[src/rtl/pdm_pkg.sv]
package pdm_pkg;
    localparam int OP_W   = 16;
    localparam int NTERM  = 8;
    localparam int PROD_W = 2 * OP_W;

    typedef enum logic [1:0] {
        PREC_W16 = 2'b00,
        PREC_W8  = 2'b01,
        PREC_W4  = 2'b10,
        PREC_W1  = 2'b11
    } prec_e;
endpackage

[src/rtl/pdm_lane_mul.sv]
module pdm_lane_mul #(
    parameter int OP_W  = 16,
    parameter int LANES = 1,
    localparam int LW   = OP_W / LANES,
    localparam int PW   = 2 * LW
) (
    input  logic [OP_W-1:0]           a,
    input  logic [OP_W-1:0]           b,
    output logic [LANES-1:0][PW-1:0]  prod
);
    for (genvar g = 0; g < LANES; g++) begin : g_lane
        logic signed [LW-1:0] sa;
        logic signed [LW-1:0] sb;
        assign sa      = a[g*LW +: LW];
        assign sb      = b[g*LW +: LW];
        assign prod[g] = PW'(sa) * PW'(sb);
    end
endmodule

[src/rtl/pdm_and_count.sv]
module pdm_and_count #(
    parameter int BITS = 8,
    localparam int CW  = $clog2(BITS + 1)
) (
    input  logic [BITS-1:0] a,
    input  logic [BITS-1:0] b,
    output logic [CW-1:0]   count
);
    always_comb begin
        count = '0;
        for (int i = 0; i < BITS; i++) begin
            count = count + CW'(a[i] & b[i]);
        end
    end
endmodule

[src/rtl/pdm_fold.sv]
module pdm_fold #(
    parameter int NTERM  = 8,
    parameter int PROD_W = 32,
    parameter int ADD_W  = 16,
    parameter int ACC_W  = 34
) (
    input  logic [NTERM-1:0][PROD_W-1:0] terms,
    input  logic [ADD_W-1:0]             addend,
    output logic [ACC_W-1:0]             sum
);
    logic signed [ACC_W-1:0] acc;

    always_comb begin
        acc = ACC_W'(signed'(addend));
        for (int i = 0; i < NTERM; i++) begin
            acc = acc + ACC_W'(signed'(terms[i]));
        end
        sum = acc;
    end
endmodule

[src/rtl/pdm_mac.sv]
module pdm_mac
    import pdm_pkg::*;
#(
    parameter int ACC_W = 34
) (
    input  logic             clk,
    input  logic             rst,
    input  logic             in_valid,
    input  logic [1:0]       prec,
    input  logic [OP_W-1:0]  op_a,
    input  logic [OP_W-1:0]  op_b,
    input  logic [OP_W-1:0]  addend,
    output logic             res_valid,
    output logic [ACC_W-1:0] result
);
    localparam int BIN_LANES = 8;
    localparam int CNT_W     = $clog2(BIN_LANES + 1);

    typedef struct packed {
        logic                            valid;
        prec_e                           prec;
        logic [OP_W-1:0]                 addend;
        logic [NTERM-1:0][PROD_W-1:0]    terms;
    } s1_t;

    typedef struct packed {
        logic             valid;
        logic [ACC_W-1:0] result;
    } s2_t;

    s1_t s1_d, s1_q;
    s2_t s2_d, s2_q;

    logic [0:0][2*OP_W-1:0]  p16;
    logic [1:0][OP_W-1:0]    p8;
    logic [3:0][OP_W/2-1:0]  p4;
    logic [CNT_W-1:0]        bin_cnt;
    logic [ACC_W-1:0]        fold_sum;

    pdm_lane_mul #(.OP_W(OP_W), .LANES(1)) u_mul16 (.a(op_a), .b(op_b), .prod(p16));
    pdm_lane_mul #(.OP_W(OP_W), .LANES(2)) u_mul8  (.a(op_a), .b(op_b), .prod(p8));
    pdm_lane_mul #(.OP_W(OP_W), .LANES(4)) u_mul4  (.a(op_a), .b(op_b), .prod(p4));

    pdm_and_count #(.BITS(BIN_LANES)) u_cnt (
        .a     (op_a[BIN_LANES-1:0]),
        .b     (op_b[BIN_LANES-1:0]),
        .count (bin_cnt)
    );

    pdm_fold #(.NTERM(NTERM), .PROD_W(PROD_W), .ADD_W(OP_W), .ACC_W(ACC_W)) u_fold (
        .terms  (s1_q.terms),
        .addend (s1_q.addend),
        .sum    (fold_sum)
    );

    always_comb begin
        s1_d        = '0;
        s1_d.valid  = in_valid;
        s1_d.prec   = prec_e'(prec);
        s1_d.addend = addend;
        case (prec_e'(prec))
            PREC_W16: s1_d.terms[0] = p16[0];
            PREC_W8: begin
                for (int i = 0; i < 2; i++) s1_d.terms[i] = PROD_W'(signed'(p8[i]));
            end
            PREC_W4: begin
                for (int i = 0; i < 4; i++) s1_d.terms[i] = PROD_W'(signed'(p4[i]));
            end
            default: s1_d.terms[0] = PROD_W'(bin_cnt);
        endcase

        s2_d       = s2_q;
        s2_d.valid = s1_q.valid;
        if (s1_q.valid) s2_d.result = fold_sum;
    end

    always_ff @(posedge clk) begin
        if (rst) begin
            s1_q <= '0;
            s2_q <= '0;
        end else begin
            s1_q <= s1_d;
            s2_q <= s2_d;
        end
    end

    assign res_valid = s2_q.valid;
    assign result    = s2_q.result;

    p_reset_clear_r7: assert property (@(posedge clk)
        rst |=> (!s1_q.valid && !s2_q.valid && s2_q.result == '0));

    p_stage_handoff_r6: assert property (@(posedge clk) disable iff (rst)
        s1_q.valid |=> s2_q.valid);

    p_no_spurious_r6: assert property (@(posedge clk) disable iff (rst)
        !s1_q.valid |=> !s2_q.valid);

    p_hold_idle_r8: assert property (@(posedge clk) disable iff (rst)
        !s1_q.valid |=> $stable(s2_q.result));

    p_bin_range_r4: assert property (@(posedge clk) disable iff (rst)
        (s1_q.valid && s1_q.prec == PREC_W1) |->
        (s1_q.terms[0] <= PROD_W'(BIN_LANES) && s1_q.terms[NTERM-1:1] == '0));

    p_lane_clear_r1: assert property (@(posedge clk) disable iff (rst)
        (s1_q.valid && s1_q.prec == PREC_W16) |-> s1_q.terms[NTERM-1:1] == '0);

    p_lane_clear_r2: assert property (@(posedge clk) disable iff (rst)
        (s1_q.valid && s1_q.prec == PREC_W8) |-> s1_q.terms[NTERM-1:2] == '0);

    p_lane_clear_r3: assert property (@(posedge clk) disable iff (rst)
        (s1_q.valid && s1_q.prec == PREC_W4) |-> s1_q.terms[NTERM-1:4] == '0);

    p_bound_r5: assert property (@(posedge clk) disable iff (rst)
        s2_q.valid |-> ($signed(s2_q.result) <= $signed(ACC_W'(64'sd1073807360)) &&
                        $signed(s2_q.result) >= $signed(ACC_W'(-64'sd1073774592))));
endmodule

[config.mk]
export PLATFORM = sky130hd
export DESIGN_NAME = pdm_mac
export DESIGN_NICKNAME = d
export VERILOG_FILES = /design/src/rtl/pdm_pkg.sv /design/src/rtl/pdm_lane_mul.sv /design/src/rtl/pdm_and_count.sv /design/src/rtl/pdm_fold.sv /design/src/rtl/pdm_mac.sv
export SDC_FILE = /design/constraint.sdc
export NUM_CORES = 1
export LEC_CHECK = 0
export BUFFER_PORTS_ARGS = -buffer_cell sky130_fd_sc_hd__buf_2
export CAP_MARGIN = 30
export CORE_UTILIZATION = 25
export DETAILED_ROUTE_END_ITERATION = 16
export SYNTH_ARGS = -nofsm -noshare
export SYNTH_HDL_FRONTEND = slang
export SYNTH_HIERARCHICAL = 1
export SYNTH_SLANG_ARGS = --single-unit
[constraint.sdc]
create_clock -name clk -period 7.6 [get_ports clk]
set_input_delay 0.76 -clock clk [delete_from_list [all_inputs] [get_ports clk]]
set_output_delay 0.76 -clock clk [all_outputs]
set_load 0.05 [all_outputs]
# [After elaboration in Yosys (flattened, before gate mapping)]
# Index checks and enable logic that the tools add are counted.
[word_totals] register_bits=132 out_inout_bits=35 word_cells=45
[classes] n_addsub=15 multipliers=7 eq_ne=2 mux=2 n_bitwise=9 n_reduce_logical=2
[op_table] operator="$add A34 B1 Y34 const B" count=4
[op_table] operator="$pmux W32 S3" count=1
[op_table] operator="$add A34 B8 Y34" count=2
[op_table] operator="$pmux W32 S2" count=1
[op_table] operator="$add A33 B32 Y34" count=1
[op_table] operator="$add A16 B32 Y33" count=1
[op_table] operator="$mul A16 B16 Y32" count=1
[op_table] operator="$mul A4 B4 Y8" count=4
[op_table] operator="$mul A8 B8 Y16" count=2
[op_table] operator="$add A4 B4 Y4" count=7
[op_table] operator="$and A1 B1 Y1" count=8
[op_table] operator="$eq A2 B1 Y1 const B" count=1
[op_table] operator="$eq A2 B2 Y1 const B" count=1
[op_table] operator="$logic_not A2 Y1" count=1
[op_table] operator="$reduce_or A2 Y1" count=1
[op_table] operator="$not A1 Y1" count=1

# [Longest topological paths before layout]
# Gate-level depths: netlist of the first run.
[depth] word_depth=9 mapped_depth=23

# [Cells and area by module]
# Netlist of the first run, hierarchy kept.
[modules_own_cells] module="pdm_lane_mul at u_mul16" n_inst=1 cells_per_inst=1091 area_each_um2=9877.0
[modules_own_cells] module="pdm_fold" n_inst=1 cells_per_inst=770 area_each_um2=7398.3
[modules_own_cells] module="pdm_lane_mul at u_mul8" n_inst=1 cells_per_inst=566 area_each_um2=4978.5
[modules_own_cells] module="pdm_mac" n_inst=1 cells_per_inst=362 area_each_um2=3896.2
[modules_own_cells] module="pdm_lane_mul at u_mul4" n_inst=1 cells_per_inst=238 area_each_um2=2258.4
[modules_own_cells] module="pdm_and_count" n_inst=1 cells_per_inst=25 area_each_um2=209.0

# [Worst setup path before layout of the first run]
# Ideal clock, no wire load.
[synth_path] kind="input to register" from="in op_a[15]" to="reg s1_q[31] (netlist name)" setup_time_ps=119 t_arrival_ps=6196 required_ps=7481 path_slack_ps=1285 path_stages=21 cell_sequence="clkbuf_1 nand2_1 inv_1 fa_1 fa_1 fa_1 fa_1 fa_1 inv_1 fa_1 inv_1 ha_1 a21o_1 a31o_1 o21ba_1 o21ai_1 o21ai_1 nor4bb_1 a211oi_1 nand2_1 a21oi_2"
[synth_rtl] item="start: declaration" line_no="pdm_mac.sv:10" source="input logic [OP_W-1:0] op_a,"
[synth_rtl] item="end signal: assignment" line_no="pdm_mac.sv:79" source="s1_q <= '0;"
[synth_rtl] item="end signal: assignment" line_no="pdm_mac.sv:82" source="s1_q <= s1_d;"
[synth_rtl] item="end: declaration" line_no="pdm_mac.sv:31" source="s1_t s1_d, s1_q;"

==> out/summary.json, run 1 <==
{
  "syn_area_um2": 28600,
  "synth_async_sr_flop_share_pct": 0,
  "cts-root-to-sink-buffers": 2,
  "drv_slew": 0,
  "yosysUniqueCellTypes": 82,
  "synthesis.area_per_instance_um2": 9.38,
  "globalRouteOverflowTotal": 0,
  "synth.ff_latch_count": 116,
  "crit_path_max_fanout": 28,
  "pin_count": 88,
  "layout-drive-gt1-share_pct": 6.19,
  "grt_pass1_vias": 21900,
  "postRouteWirelength_mm": 71.8,
  "synthAdderAreaFrac_pct": 54.5,
  "dr_iter_0_viols": 979,
  "final_hold_viol_count": 0,
  "synth.area.top_cells": "sky130_fd_sc_hd__fa_1, sky130_fd_sc_hd__inv_1, sky130_fd_sc_hd__ha_1",
  "synth_top_flop_cell": "sky130_fd_sc_hd__dfxtp_1",
  "rsz0062_at_grt": "no",
  "drc_errors": 0,
  "die_y_um": 340,
  "layout_worst_path_cycle_share_pct": 83.2,
  "width_of_the_die_um": 340,
  "run_status": "completed",
  "cts_htree_levels": 4,
  "total_global_routing_track_utilization_pct": 12.9,
  "std_cell_rows": 123,
  "clockRootBuffer": "sky130_fd_sc_hd__clkbuf_16",
  "hold_ws_ns": 0.492,
  "post_cts_buffers": 0,
  "tritoncts_clock_tree": "built",
  "drtPass1Iterations": 6,
  "dominant_combinational_cell_family_by_area_after_synthesis": "adder cells",
  "hold_path.class": "reg2reg",
  "clkTransAtPathRegs_ns": 0.06,
  "clock_network_latency_to_the_later_pin_of_the_worst_skew_pair_ns": 0.43,
  "final_count_of_negative_setup_slack_endpoints": 0,
  "fmax_mhz": 158,
  "ys_seq_area_share_pct": 8.11,
  "mostFrequentLayoutCells": "sky130_fd_sc_hd__inv_1, sky130_fd_sc_hd__fa_1, sky130_fd_sc_hd__and2_1",
  "max_cap_viol_count": 0,
  "cp.arrival_ns": 6.69,
  "n_fill_cell": 12000,
  "worst-setup-path-type": "in2reg",
  "critical_path_required_ns": 7.96,
  "totalNegativeSetupSlack_ns": 0,
  "first_pass_grt_wire_length_mm": 118,
  "design.die.area_um2": 116000,
  "final_net_count": 4168,
  "final_core_utilization_pct": 28.3,
  "synth_xor_xnor_area_share_pct": 3.98,
  "port-buffer-count": 87,
  "place.gp.congestion": 0.885,
  "clock_skew_ns": 0.0121,
  "holdBufCountCts": 0,
  "muxShareOfSynthArea_pct": 1.42,
  "synthDominantAreaCellType": "sky130_fd_sc_hd__fa_1",
  "synth_edf_count": 0,
  "timing.critical_path.from_type": "input pin",
  "post_synth_and_or_nand_nor_area_fraction_pct": 13.1,
  "routed_via_density": 4.19,
  "timing.critical_path.to_type": "register",
  "dp_hpwl_mm": 59.6,
  "post-route-cell-area_um2": 32000,
  "area_growth_pct": 11.7,
  "yosys_warnings": 6,
  "grt_antenna_before_repair": 17,
  "period_needed_ns": 6.32,
  "relSlewSlack_pct": 43.7,
  "synthDominantCellAreaShare_pct": 44.5,
  "clock_sink_count": 116,
  "routedWlPerCell_um": 15.0,
  "timing_worst_slew_pin_value_ns": 0.845,
  "cts_repair_resize_count": 0,
  "mostFrequentLayoutCell": "sky130_fd_sc_hd__inv_1",
  "antenna_left": 0,
  "largest_net_degree_at_the_start_of_global_routing": 53,
  "postSynthCellCount": 3052,
  "initial_utilization_pct": 25.3,
  "via_count": 20000,
  "dpl-instance-area_um2": 31300,
  "cts_made_buffers": 17,
  "core_area_um2": 113000,
  "synth-compound-area-share_pct": 7.09
}
-- worst max-delay path, cell delays in order --
cell	delay, ns
sky130_fd_sc_hd__buf_2	0.54
sky130_fd_sc_hd__nand2_1	0.16
sky130_fd_sc_hd__fa_1	0.54
sky130_fd_sc_hd__inv_1	0.05
sky130_fd_sc_hd__fa_1	0.49
sky130_fd_sc_hd__inv_1	0.05
sky130_fd_sc_hd__fa_1	0.52
sky130_fd_sc_hd__inv_1	0.05
sky130_fd_sc_hd__fa_1	0.45
sky130_fd_sc_hd__fa_1	0.49
sky130_fd_sc_hd__inv_1	0.05
sky130_fd_sc_hd__fa_1	0.47
sky130_fd_sc_hd__inv_1	0.04
sky130_fd_sc_hd__ha_1	0.36
sky130_fd_sc_hd__nand4_1	0.23
sky130_fd_sc_hd__nor2_1	0.09
sky130_fd_sc_hd__a221oi_2	0.41
sky130_fd_sc_hd__nand3_2	0.16
sky130_fd_sc_hd__a32oi_2	0.23
sky130_fd_sc_hd__and2_4	0.18
sky130_fd_sc_hd__xnor2_1	0.11
sky130_fd_sc_hd__nand2_1	0.07
sky130_fd_sc_hd__a21oi_1	0.14
-- state kept, by name (all words and copies together) (netlist names) --
register	count
res_valid	1
s1_q	81
result	34
-- area by class of cell --
type / instances / area [µm²] / share of cell area (%)
Antenna cell: 8 / 20.0 / 0.0626
Sequential cell: 116 / 2330 / 7.28
Timing Repair Buffer: 121 / 703 / 2.20
Tap cell: 1500 / 1880 / 5.87
Inverter: 805 / 3020 / 9.45
Clock inverter: 13 / 149 / 0.466
Clock buffer: 19 / 453 / 1.42
Multi-Input combinational cell: 2189 / 23400 / 73.3
-- metal layers --
metal  track usage, %  vias up  part of all wire (%)  routed length (µm)
met2             22.1      420                    48               34500
met5                0        -                  0.13                  92
met1             16.4    10000                    45               32200
li1                 -     9389                     -                   -
met3             2.12      101                   4.5                3200
met4             3.90       16                   2.6                1870
-- stage by stage --
step                instances  setup WS [ns]
floorplan                3179           1.29
global placement         4730          0.864
detailed placement       4731          0.852
CTS                      4763           1.30
global route             4767          0.773
finish                   4771           1.28
-- cell families (layout without fill, tap and decap cells) --
family,Yosys count,after routing
XOR/XNOR,122,122
buffers and inverters,874,958
multiplexers,40,40
adder cells (fa/ha/maj),865,865
AO/OA/AOI/OAI,298,298
AND/OR/NAND/NOR,736,736
other,1,136
flip-flops,116,116
-- Yosys cell counts (3+ instances only) --
| cell | count |
|---|---|
| sky130_fd_sc_hd__buf_4 | 7 |
| sky130_fd_sc_hd__and2_1 | 266 |
| sky130_fd_sc_hd__nor2b_1 | 38 |
| sky130_fd_sc_hd__o21ai_1 | 15 |
| sky130_fd_sc_hd__nor3_1 | 9 |
| sky130_fd_sc_hd__nand4_1 | 9 |
| sky130_fd_sc_hd__a21oi_1 | 93 |
| sky130_fd_sc_hd__a21o_1 | 35 |
| sky130_fd_sc_hd__xor2_1 | 25 |
| sky130_fd_sc_hd__and4_1 | 4 |
| sky130_fd_sc_hd__buf_6 | 4 |
| sky130_fd_sc_hd__inv_1 | 804 |
| sky130_fd_sc_hd__nand3_1 | 16 |
| sky130_fd_sc_hd__o21a_1 | 16 |
| sky130_fd_sc_hd__a221oi_1 | 6 |
| sky130_fd_sc_hd__o22ai_1 | 3 |
| sky130_fd_sc_hd__or2_1 | 3 |
| sky130_fd_sc_hd__nand2b_1 | 21 |
| sky130_fd_sc_hd__buf_2 | 7 |
| sky130_fd_sc_hd__fa_1 | 636 |
| sky130_fd_sc_hd__a21oi_2 | 20 |
| sky130_fd_sc_hd__nor2_1 | 111 |
| sky130_fd_sc_hd__a22oi_1 | 19 |
| sky130_fd_sc_hd__clkbuf_1 | 49 |
| sky130_fd_sc_hd__xnor2_1 | 91 |
| sky130_fd_sc_hd__ha_1 | 229 |
| sky130_fd_sc_hd__nand2_1 | 234 |
| sky130_fd_sc_hd__mux2_2 | 4 |
| sky130_fd_sc_hd__a31oi_1 | 9 |
| sky130_fd_sc_hd__a211oi_1 | 6 |
| sky130_fd_sc_hd__and3_1 | 5 |
| sky130_fd_sc_hd__a222oi_1 | 3 |
| sky130_fd_sc_hd__o21bai_1 | 6 |
| sky130_fd_sc_hd__mux2i_1 | 36 |
| sky130_fd_sc_hd__o21ai_0 | 25 |
| sky130_fd_sc_hd__o211ai_1 | 5 |
| sky130_fd_sc_hd__dfxtp_1 | 116 |
| sky130_fd_sc_hd__xnor3_1 | 4 |
| sky130_fd_sc_hd__o211a_1 | 4 |
-- path summary, 6_finish.rpt --
check / startpoint / end / slack, ns / cells after the start
setup / recovery: op_b[8] / s1_q[28]$_SDFF_PP0_ / 1.28 / 23
hold / removal: result[19]$_SDFFE_PP0P_ / result[19]$_SDFFE_PP0P_ / 0.49 / 2
setup reg to reg: s1_q[271]$_SDFF_PP0_ / result[27]$_SDFFE_PP0P_ / 1.78 / 18
hold reg to reg: result[19]$_SDFFE_PP0P_ / result[19]$_SDFFE_PP0P_ / 0.49 / 2
Power of run 1 is not shown: default switching activity piles up to over one toggle a cycle in this logic, so the estimate is an artifact.
==> run 2: changes to the inputs <==
- clock period: 7.6 -> 6.1 ns (I/O delays scaled with it)
==> run 2 against run 1 <==
Non-clock buffer count grew 107. Flip-flop and latch count is the same. Worst hold slack lost 0.12 ns.
==> out/summary.json, run 2 (synthesized netlist as in run 1, its figures left out) <==
{
  "layout_worst_path_cycle_share_pct": 95.9,
  "tritoncts_clock_tree": "built",
  "cts_made_buffers": 17,
  "setup_slack_ns": 0.253,
  "hold_path.class": "in2reg",
  "dpl-instance-area_um2": 32200,
  "clockRootBuffer": "sky130_fd_sc_hd__clkbuf_16",
  "rsz0062_at_grt": "no",
  "core_area_um2": 113000,
  "clock_sink_count": 116,
  "critical_path_required_ns": 6.46,
  "routed_via_density": 4.11,
  "max_cap_viol_count": 0,
  "grt_antenna_before_repair": 6,
  "holdBufCountCts": 0,
  "drtPass1Iterations": 5,
  "crit_path_max_fanout": 12,
  "cts-root-to-sink-buffers": 2,
  "cts_htree_levels": 4,
  "post-route-cell-area_um2": 32800,
  "final_count_of_negative_setup_slack_endpoints": 0,
  "pin_count": 88,
  "final_hold_viol_count": 0,
  "timing.critical_path.to_type": "register",
  "largest_register_ff_count": 81,
  "antenna_left": 0,
  "worst-setup-path-type": "in2reg",
  "post_cts_buffers": 0,
  "relSlewSlack_pct": 50.4,
  "total_global_routing_track_utilization_pct": 12.4,
  "cp.arrival_ns": 6.21,
  "std_cell_rows": 123,
  "regMostFlops": "s1_q",
  "grt_pass1_vias": 21900,
  "drv_slew": 0,
  "layout-drive-gt1-share_pct": 9.20,
  "dp_worst_setup_slack_ns": -0.188,
  "area_growth_pct": 14.7,
  "port-buffer-count": 87,
  "routedWlPerCell_um": 14.2,
  "die_y_um": 340,
  "final_net_count": 4275,
  "period_needed_ns": 5.85,
  "timing_worst_slew_pin_value_ns": 0.743,
  "clock_skew_ns": 0.0160,
  "initial_utilization_pct": 25.3,
  "placed_cells_incl_taps": 4838,
  "place.gp.congestion": 0.826,
  "n_fill_cell": 11900,
  "timing.critical_path.from_type": "input pin",
  "number_of_standard_cells_in_the_layout_taps_in_and_fillers_out": 4873,
  "mostFrequentLayoutCell": "sky130_fd_sc_hd__inv_1",
  "drc_errors": 0,
  "run_status": "completed",
  "first_pass_grt_wire_length_mm": 115,
  "dr_iter_0_viols": 873,
  "largest_net_degree_at_the_start_of_global_routing": 60,
  "dp_hpwl_mm": 60.1,
  "clkTransAtPathRegs_ns": 0.07,
  "postRouteWirelength_mm": 69.2,
  "via_count": 20000,
  "final_core_utilization_pct": 29.1,
  "globalRouteOverflowTotal": 0,
  "mostFrequentLayoutCells": "sky130_fd_sc_hd__inv_1, sky130_fd_sc_hd__fa_1, sky130_fd_sc_hd__and2_1",
  "fmax_mhz": 171,
  "width_of_the_die_um": 340,
  "clock_network_latency_to_the_later_pin_of_the_worst_skew_pair_ns": 0.45,
  "design.die.area_um2": 116000
}
## run 2: per-stage QoR
stage / hold slack, ns / setup TNS, ns
3_3_place_gp: 0.472 / -0.170
6_report: 0.375 / 0
4_1_cts: 0.340 / 0
2_1_floorplan: 0.656 / 0
3_5_place_dp: 0.478 / -0.707
5_1_grt: 0.368 / 0
## run 2: critical path: stages
cell and delay [ns]:
sky130_fd_sc_hd__buf_2 0.26, sky130_fd_sc_hd__nand2_1 0.14, sky130_fd_sc_hd__fa_1 0.55, sky130_fd_sc_hd__inv_1 0.06, sky130_fd_sc_hd__fa_1 0.49, sky130_fd_sc_hd__fa_1 0.60, sky130_fd_sc_hd__fa_1 0.46, sky130_fd_sc_hd__fa_1 0.50
sky130_fd_sc_hd__inv_1 0.05, sky130_fd_sc_hd__fa_1 0.47, sky130_fd_sc_hd__inv_1 0.05, sky130_fd_sc_hd__ha_1 0.33, sky130_fd_sc_hd__nand4_1 0.21, sky130_fd_sc_hd__nor2_1 0.09, sky130_fd_sc_hd__a221oi_2 0.39, sky130_fd_sc_hd__nand3_2 0.16
sky130_fd_sc_hd__a32oi_2 0.24, sky130_fd_sc_hd__and2_4 0.19, sky130_fd_sc_hd__xnor2_1 0.11, sky130_fd_sc_hd__nand2_1 0.07, sky130_fd_sc_hd__a21oi_1 0.18
## run 2: final cells by class
class	count	area [µm²]	share of cell area [%]
Multi-Input combinational cell	2189	23400	71.3
Inverter	805	3020	9.21
Sequential cell	116	2330	7.09
Tap cell	1500	1880	5.72
Timing Repair Buffer	228	1570	4.77
Clock buffer	18	439	1.34
Clock inverter	14	165	0.503
Antenna cell	3	7.51	0.0229
## run 2: path summary, 6_finish.rpt
kind,start,endpoint,slack [ns],cells past startpoint
min,addend[12],s1_q[268]$_SDFF_PP0_,0.37,2
max reg2reg,s1_q[271]$_SDFF_PP0_,result[30]$_SDFFE_PP0P_,0.61,19
max,op_a[10],s1_q[28]$_SDFF_PP0_,0.25,21
min reg2reg,result[6]$_SDFFE_PP0P_,result[6]$_SDFFE_PP0P_,0.49,2
## run 2: what timing repair did
action	in CTS	in global routing
gates resized for setup	0	4
hold endpoints to repair	0	0
setup endpoints to repair	0	1
## run 2: layer usage
layer | part of all wire (%) | track usage (%) | vias up
li1 | - | - | 9590
met1 | 48 | 16.8 | 10000
met2 | 47 | 21.1 | 326
met3 | 3.6 | 1.45 | 64
met4 | 1.5 | 2.76 | 6
met5 | 0.067 | 0 | -
Power of run 2 is left out for the same reason.
